===== src/rtl/rs485_dir_pkg.sv =====
// Package: shared configuration layout for the RS-485 direction controller.
// Assumes the configuration fields sit in the low bits of the register byte.
package rs485_dir_pkg;
    // Field order sets the bit positions: pol = bit 2, sel = bit 1, en = bit 0.
    typedef struct packed {
        logic pol;   // 1: pin low while transmitting
        logic sel;   // 1: RTS pin carries direction, 0: DTR pin
        logic en;    // automatic direction control on
    } dir_cfg_t;

    localparam int CFG_W    = $bits(dir_cfg_t);
    localparam int NUM_PINS = 2;   // index 0 = DTR, index 1 = RTS
endpackage


===== src/rtl/rs485_cfg_reg.sv =====
// Module: configuration register for direction control.
// Holds the enable, select and polarity bits. Writes land on the clock edge,
// and reads are combinational. Assumes DATA_W >= CFG_W.
module rs485_cfg_reg
    import rs485_dir_pkg::*;
#(
    parameter int ADDR_W = 8,
    parameter int DATA_W = 8,
    parameter logic [ADDR_W-1:0] OFFSET = 8'h40
) (
    input  logic              clk,
    input  logic              rst_n,
    input  logic              we,
    input  logic [ADDR_W-1:0] addr,
    input  logic [DATA_W-1:0] wdata,
    output logic [DATA_W-1:0] rdata,
    output dir_cfg_t          cfg
);
    localparam int PAD_W = DATA_W - CFG_W;

    logic hit;
    logic unused_wbits;

    assign hit          = (addr == OFFSET);
    assign unused_wbits = ^wdata[DATA_W-1:CFG_W];

    // Store the low write-data bits on an addressed write; clear on reset.
    always_ff @(posedge clk) begin
        if (!rst_n) begin
            cfg <= '0;
        end else if (we && hit) begin
            cfg <= dir_cfg_t'(wdata[CFG_W-1:0]);
        end
    end

    // Return the stored fields zero-extended when addressed, else zero.
    always_comb begin
        rdata = '0;
        if (hit) begin
            rdata = {{PAD_W{1'b0}}, cfg};
        end
    end
endmodule


===== src/rtl/rs485_dir_detect.sv =====
// Module: transmit activity detector.
// Forms the direction level from the transmitter status with no delay.
// Assumes tx_busy covers start through last stop bit, and txq_empty is high
// only when no further character is waiting to be sent.
module rs485_dir_detect
    import rs485_dir_pkg::*;
(
    input  logic     tx_busy,
    input  logic     txq_empty,
    input  dir_cfg_t cfg,
    output logic     active,
    output logic     level
);
    // Active while a character is shifting or another is queued behind it.
    always_comb begin
        active = tx_busy | ~txq_empty;
        level  = active ^ cfg.pol;
    end
endmodule


===== src/rtl/rs485_pin_mux.sv =====
// Module: per-pin output steering.
// Each pin takes the direction level when the feature is on and the pin is
// the selected one; otherwise it passes its modem-control value through.
// Assumes pin index 1 is RTS (select = 1) and index 0 is DTR (select = 0).
module rs485_pin_mux
    import rs485_dir_pkg::*;
(
    input  dir_cfg_t              cfg,
    input  logic                  level,
    input  logic [NUM_PINS-1:0]   mcr,
    output logic [NUM_PINS-1:0]   pin
);
    for (genvar i = 0; i < NUM_PINS; i++) begin : g_pin
        logic chosen;
        // Decide whether this pin carries direction, then drive it.
        always_comb begin
            chosen = cfg.en && (cfg.sel == 1'(i));
            pin[i] = chosen ? level : mcr[i];
        end
    end
endmodule


===== src/rtl/rs485_dir_ctrl.sv =====
// Module: top of the RS-485 transmit direction controller.
// Joins the configuration register, the activity detector and the pin
// steering. Assumes the status inputs are synchronous to clk.
module rs485_dir_ctrl
    import rs485_dir_pkg::*;
#(
    parameter int ADDR_W = 8,
    parameter int DATA_W = 8,
    parameter logic [ADDR_W-1:0] CFG_OFFSET = 8'h40
) (
    input  logic              clk,
    input  logic              rst_n,
    input  logic              cfg_we,
    input  logic [ADDR_W-1:0] cfg_addr,
    input  logic [DATA_W-1:0] cfg_wdata,
    output logic [DATA_W-1:0] cfg_rdata,
    input  logic              tx_busy,
    input  logic              txq_empty,
    input  logic              mcr_rts,
    input  logic              mcr_dtr,
    output logic              rts_o,
    output logic              dtr_o
);
    dir_cfg_t            cfg_q;
    logic                dir_active;
    logic                dir_level;
    logic [NUM_PINS-1:0] pins;

    rs485_cfg_reg #(.ADDR_W(ADDR_W), .DATA_W(DATA_W), .OFFSET(CFG_OFFSET)) u_cfg (
        .clk   (clk),
        .rst_n (rst_n),
        .we    (cfg_we),
        .addr  (cfg_addr),
        .wdata (cfg_wdata),
        .rdata (cfg_rdata),
        .cfg   (cfg_q)
    );

    rs485_dir_detect u_det (
        .tx_busy   (tx_busy),
        .txq_empty (txq_empty),
        .cfg       (cfg_q),
        .active    (dir_active),
        .level     (dir_level)
    );

    rs485_pin_mux u_mux (
        .cfg   (cfg_q),
        .level (dir_level),
        .mcr   ({mcr_rts, mcr_dtr}),
        .pin   (pins)
    );

    assign rts_o = pins[1];
    assign dtr_o = pins[0];
endmodule


===== config.mk =====
export PLATFORM = sky130hd
export DESIGN_NAME = rs485_dir_ctrl
export DESIGN_NICKNAME = d
export VERILOG_FILES = /design/src/rtl/rs485_dir_pkg.sv /design/src/rtl/rs485_cfg_reg.sv /design/src/rtl/rs485_dir_detect.sv /design/src/rtl/rs485_pin_mux.sv /design/src/rtl/rs485_dir_ctrl.sv
export SDC_FILE = /design/constraint.sdc
export NUM_CORES = 1
export LEC_CHECK = 0
export BUFFER_PORTS_ARGS = -buffer_cell sky130_fd_sc_hd__buf_2
export CORE_AREA = 2 2 39 41
export CTS_BUF_LIST = sky130_fd_sc_hd__clkbuf_8
export DETAILED_ROUTE_END_ITERATION = 10
export DIE_AREA = 0 0 41 43
export SLEW_MARGIN = 10
export SYNTH_ARGS = -nofsm -noshare
export SYNTH_HDL_FRONTEND = slang
export SYNTH_SLANG_ARGS = --single-unit

===== constraint.sdc =====
create_clock -name clk -period 1.2 [get_ports clk]
set_input_delay 0.24 -clock clk [delete_from_list [all_inputs] [get_ports clk]]
set_output_delay 0.24 -clock clk [all_outputs]
set_load 0.02 [all_outputs]

Yosys cells after proc, flatten, opt, wreduce, memory -nomap -nowiden
Cells that the tools add are included.
{ "word_totals": {"regBits": 3, "inputBits": 23, "output_inout_bits": 10, "word_cells": 14} }
{ "classes": {"eq_ne": 1, "muxes": 3, "bitwise_logic": 4, "reduce_logical": 3} }
{ "ops": {"columns": ["op", "count"], "rows": [
  ["8-bit by 7-bit equality test with 1-bit output, second input constant", 1],
  ["1-bit logical AND", 3],
  ["3-bit 2-to-1 mux", 1],
  ["1-bit 2-to-1 mux", 2],
  ["1-bit inverter", 2],
  ["1-bit bitwise OR", 1],
  ["1-bit XOR", 1]
]} }

Depth between registers and ports, before layout
{ "logic_depth": {"depth_word": 4, "depth_mapped": 3, "ltp_nobuf": 3} }

By module
From an unflattened synthesis, not the netlist that was laid out.
{ "hier_totals": {"cells_unflattened": 32, "hier_area_um2": 290.3} }
{ "modules_own_cells": {"columns": ["mod", "instances", "cells_each", "area_per_inst_um2", "seq_area_each_um2"], "rows": [
  ["rs485_cfg_reg", 1, 26, 224.0, 60.1],
  ["rs485_pin_mux", 1, 4, 36.3, 0.0],
  ["rs485_dir_detect", 1, 2, 30.0, 0.0]
]} }

Worst setup path after synthesis
OpenSTA, ideal clock, no wires.
{ "synth_path": {"path_kind": "input-to-output", "startpoint": "input cfg_addr[1]", "endpoint": "output cfg_rdata[0]", "arrival_ps": 938, "required_ps": 960, "setup_slack_ps": 22, "path_stages": 3, "path_buffers": 0, "path_cell_list": "nor4_4 > and3_1 > and2_1"} }
{ "synth_between": {"elab_chain_len": 2} }
{ "synth_lines": {"columns": ["item", "line_no", "text"], "rows": [
  ["from (decl)", "rs485_dir_ctrl.sv:14", "input logic [ADDR_W-1:0] cfg_addr,"],
  ["8-bit by 7-bit equality test with 1-bit output", "rs485_cfg_reg.sv:24", "assign hit = (addr == OFFSET);"],
  ["3-bit 2-to-1 mux", "rs485_cfg_reg.sv:39", "if (hit) begin"],
  ["to (decl)", "rs485_dir_ctrl.sv:16", "output logic [DATA_W-1:0] cfg_rdata,"]
]} }
No other way between the ends.

Worst setup path after layout
{ "layout_path": {"startpoint": "register u_cfg.cfg[0] (netlist name)", "endpoint": "output dtr_o"} }
{ "layout_between": {"elab_chain_len": 2} }
{ "layout_lines": {"columns": ["item", "line_no", "text"], "rows": [
  ["1-bit logical AND", "rs485_pin_mux.sv:17", "chosen = cfg.en && (cfg.sel == 1'(i));"],
  ["1-bit 2-to-1 mux", "rs485_pin_mux.sv:18", "pin[i] = chosen ? level : mcr[i];"],
  ["to (decl)", "rs485_dir_ctrl.sv:22", "output logic dtr_o"]
]} }
No other way between the ends.

==> results.toml <==
[routing]
antenna_left = 0
vias_per_cell = 3.77
vias = 294
drt-initial-drc-count = 4
avgRoutedWirePerCell_um = 8.53
drc = 0
drt-pass1-iter-count = 4
routed_wl_um = 665

[critical_path]
critical_path.max_fanout = 3
worstSetupStartpoint = "u_cfg.cfg[0]$_SDFFE_PN0P_"
endpoint = "dtr_o"
critical_path_required_ns = 0.96
r2r-end = "u_cfg.cfg[1]$_SDFFE_PN0P_"
cpMaxStageDelayCell = "dfxtp_2"
cp.depth = 3
crit_path_cell_trace = "nor2b_4 > mux2_4 > buf_6"
cp.arrival_ns = 1.11
end_kind = "output port"
regToRegSetupSlack_ns = 0.48
r2r_cells = 3
critical_path.top_delay_family = "flip-flops"
worstReg2RegStart = "u_cfg.cfg[1]$_SDFFE_PN0P_"
cpPeakStageDelay_ns = 0.32
start_kind = "flop"
critPathBufInv = 1
critical_path_class = "flop to output port"

[clock_tree]
clkLatencyLatePin_ns = 0.22
cts_tree = "built"
cts_buffers = 3
cts_root_buffer = "clkbuf_8"
h-tree-depth = 1
ctsHoldBuffers = 0
clk_pin_slew_ns = 0.03
clkSinkCount = 3
cts_buffer_depth = 2
cts_setup_buffers = 0

[finish]
fin_cells = 78
fin_nets = 86
largest_reg_flops = 3
stdcell_area_um2 = 532
regMostFlops = "u_cfg.cfg"
drive_above_1_share_pct = 67.7
top_regs = "u_cfg.cfg (3)"
syn2layout_area_growth_pct = 96.8
fill_cells = 147
n_antenna_cell = 0

[logic_synthesis]
syn_area_um2 = 270
synth_compound_area_share_pct = 0
synth_mux_area_share_pct = 19.4
synth_xor_area_share_pct = 3.24
syn_inst = 32
yosysSeqAreaShare_pct = 22.2
synth_fa_ha_area_share_pct = 0
synth_top_family_by_area = "simple AND/OR/NAND/NOR gates"
synthSimpleGateAreaFrac_pct = 39.8
yosys_register_bits = 3
syn_area_per_cell_um2 = 8.45
yosysWarnings = 0
synth_cell_type_count = 13

[status]
violations = "setup timing"
status = "finished, violations left"

[power]
vdd_drop_max_uv = 866
powerDensity_mw_per_mm2 = 885
p_leak_nw = 0.286

[sta]
rsz0062_at_grt = "yes"
layout_setup_ws_ns = -0.154
fin_crit_sh_pct = 113
hold_viol = 0
final_max_slew_viol_count = 0
setup_viol = 5
fmax_mhz = 738
period_needed_ns = 1.35
whs_ns = 0.262
skew_ns = 0

[grt]
grt_antenna_before_repair = 0
grt_overflow = 0
grt_pass1_vias = 281
grt_pass1_wl_um = 1030
grt_max_degree = 7
grt_util_all_layers_pct = 9.02

[die]
ios = 33
fp.dieArea_mm2 = 0.00176
start_util_pct = 19.5
die_x_um = 41
core-area_mm2 = 0.00138
die_h_um = 43
num_rows = 14

[placed_design]
dp_hpwl_um = 557
dp.cells = 74
placed_area_um2 = 415
place_congestion = 0.720
port_buffers = 22

[worst_hold_path]
hold_path_class = "primary input to flop"
whs_path_depth = 3

[flow_run]
maxCapViolCount = 0
==> Yosys cell counts <==
cell type / n / share of area (%)
and2_1: 3 / 6.9
and3_1: 1 / 2.3
buf_4: 5 / 14
conb_1: 1 / 1.4
dfxtp_1: 3 / 22
mux2_2: 2 / 8.3
mux2i_1: 3 / 11
nand2_1: 7 / 9.7
nand4_2: 1 / 4.6
nor2_1: 1 / 1.4
nor2b_1: 3 / 6.9
nor4_4: 1 / 7.9
xnor2_1: 1 / 3.2
==> how the worst min path moves through the flow <==
stage | from | slack, ns | to
after global routing | cfg_wdata[2] | 0.28 | u_cfg.cfg[2]$_SDFFE_PN0P_
after global placement | u_cfg.cfg[2]$_SDFFE_PN0P_ | 0.49 | u_cfg.cfg[2]$_SDFFE_PN0P_
after floorplan | cfg_wdata[0] | 0.38 | u_cfg.cfg[0]$_SDFFE_PN0P_
final | cfg_wdata[2] | 0.26 | u_cfg.cfg[2]$_SDFFE_PN0P_
after detailed placement | u_cfg.cfg[2]$_SDFFE_PN0P_ | 0.49 | u_cfg.cfg[2]$_SDFFE_PN0P_
after CTS | cfg_wdata[2] | 0.26 | u_cfg.cfg[2]$_SDFFE_PN0P_
==> worst min-delay path, stage by stage <==
cell     delay [ns]
buf_2          0.10
nand2_1        0.04
mux2i_1        0.05
==> area by class of cell <==
type	count	area, um^2	share of cell area (%)
Clock inverter	1	3.75	0.706
Clock buffer	3	41.3	7.76
Sequential cell	3	63.8	12.0
Tap cell	16	20.0	3.76
Timing Repair Buffer	27	191	36.0
Multi-Input combinational cell	28	211	39.8
==> cell usage in the layout (no fill, tap or decap), types with 2 or more instances in the layout <==
cell / instances
buf_2: 15
mux2i_1: 3
and2_4: 3
dfxtp_2: 3
buf_6: 7
nor2b_1: 2
clkbuf_8: 3
nand2_1: 7
conb_1: 5
buf_4: 5
==> metrics by stage <==
stage,setup TNS [ns],util [%],total power [mW],setup WS [ns]
global route,-0.824,38.4,0.502,-0.191
floorplan,0,-,0.147,0.0223
CTS,-0.669,38.4,0.482,-0.167
global placement,-0.524,30.0,0.176,-0.154
finish,-0.654,38.4,0.471,-0.154
detailed placement,-0.678,30.0,0.178,-0.173
==> cell families (layout without fill, tap and decap cells) <==
| family | count (synthesis) | after routing |
|---|---|---|
| flops | 3 | 3 |
| xor+xnor | 1 | 1 |
| simple gates | 17 | 17 |
| buf+inv | 5 | 31 |
| other cells | 1 | 5 |
| mux | 5 | 5 |
==> metal layers <==
layer / GRT usage (%) / vias to the layer above / routed length [um]
li1: - / 155 / -
met1: 8.95 / 123 / 259
met2: 13.8 / 16 / 327
met3: 6.28 / 0 / 78
met4: 4.00 / 0 / 0
met5: 0 / - / 0
==> where the power goes <==
group	leakage, nW	switching, mW	total [mW]	internal, mW
clock	0.0269	0.0662	0.284	0.218
combinational	0.233	0.0413	0.0862	0.0449
sequential	0.0257	0.000121	0.101	0.101
==> timing repair <==
item | 4_1_cts | 5_1_grt
endpoints found under the setup margin | 5 | 5
cloned | 0 | 0
pin swaps | 6 | 0
gates resized for setup | 22 | 0
No activity file was read; power rests on OpenSTA's default activity.
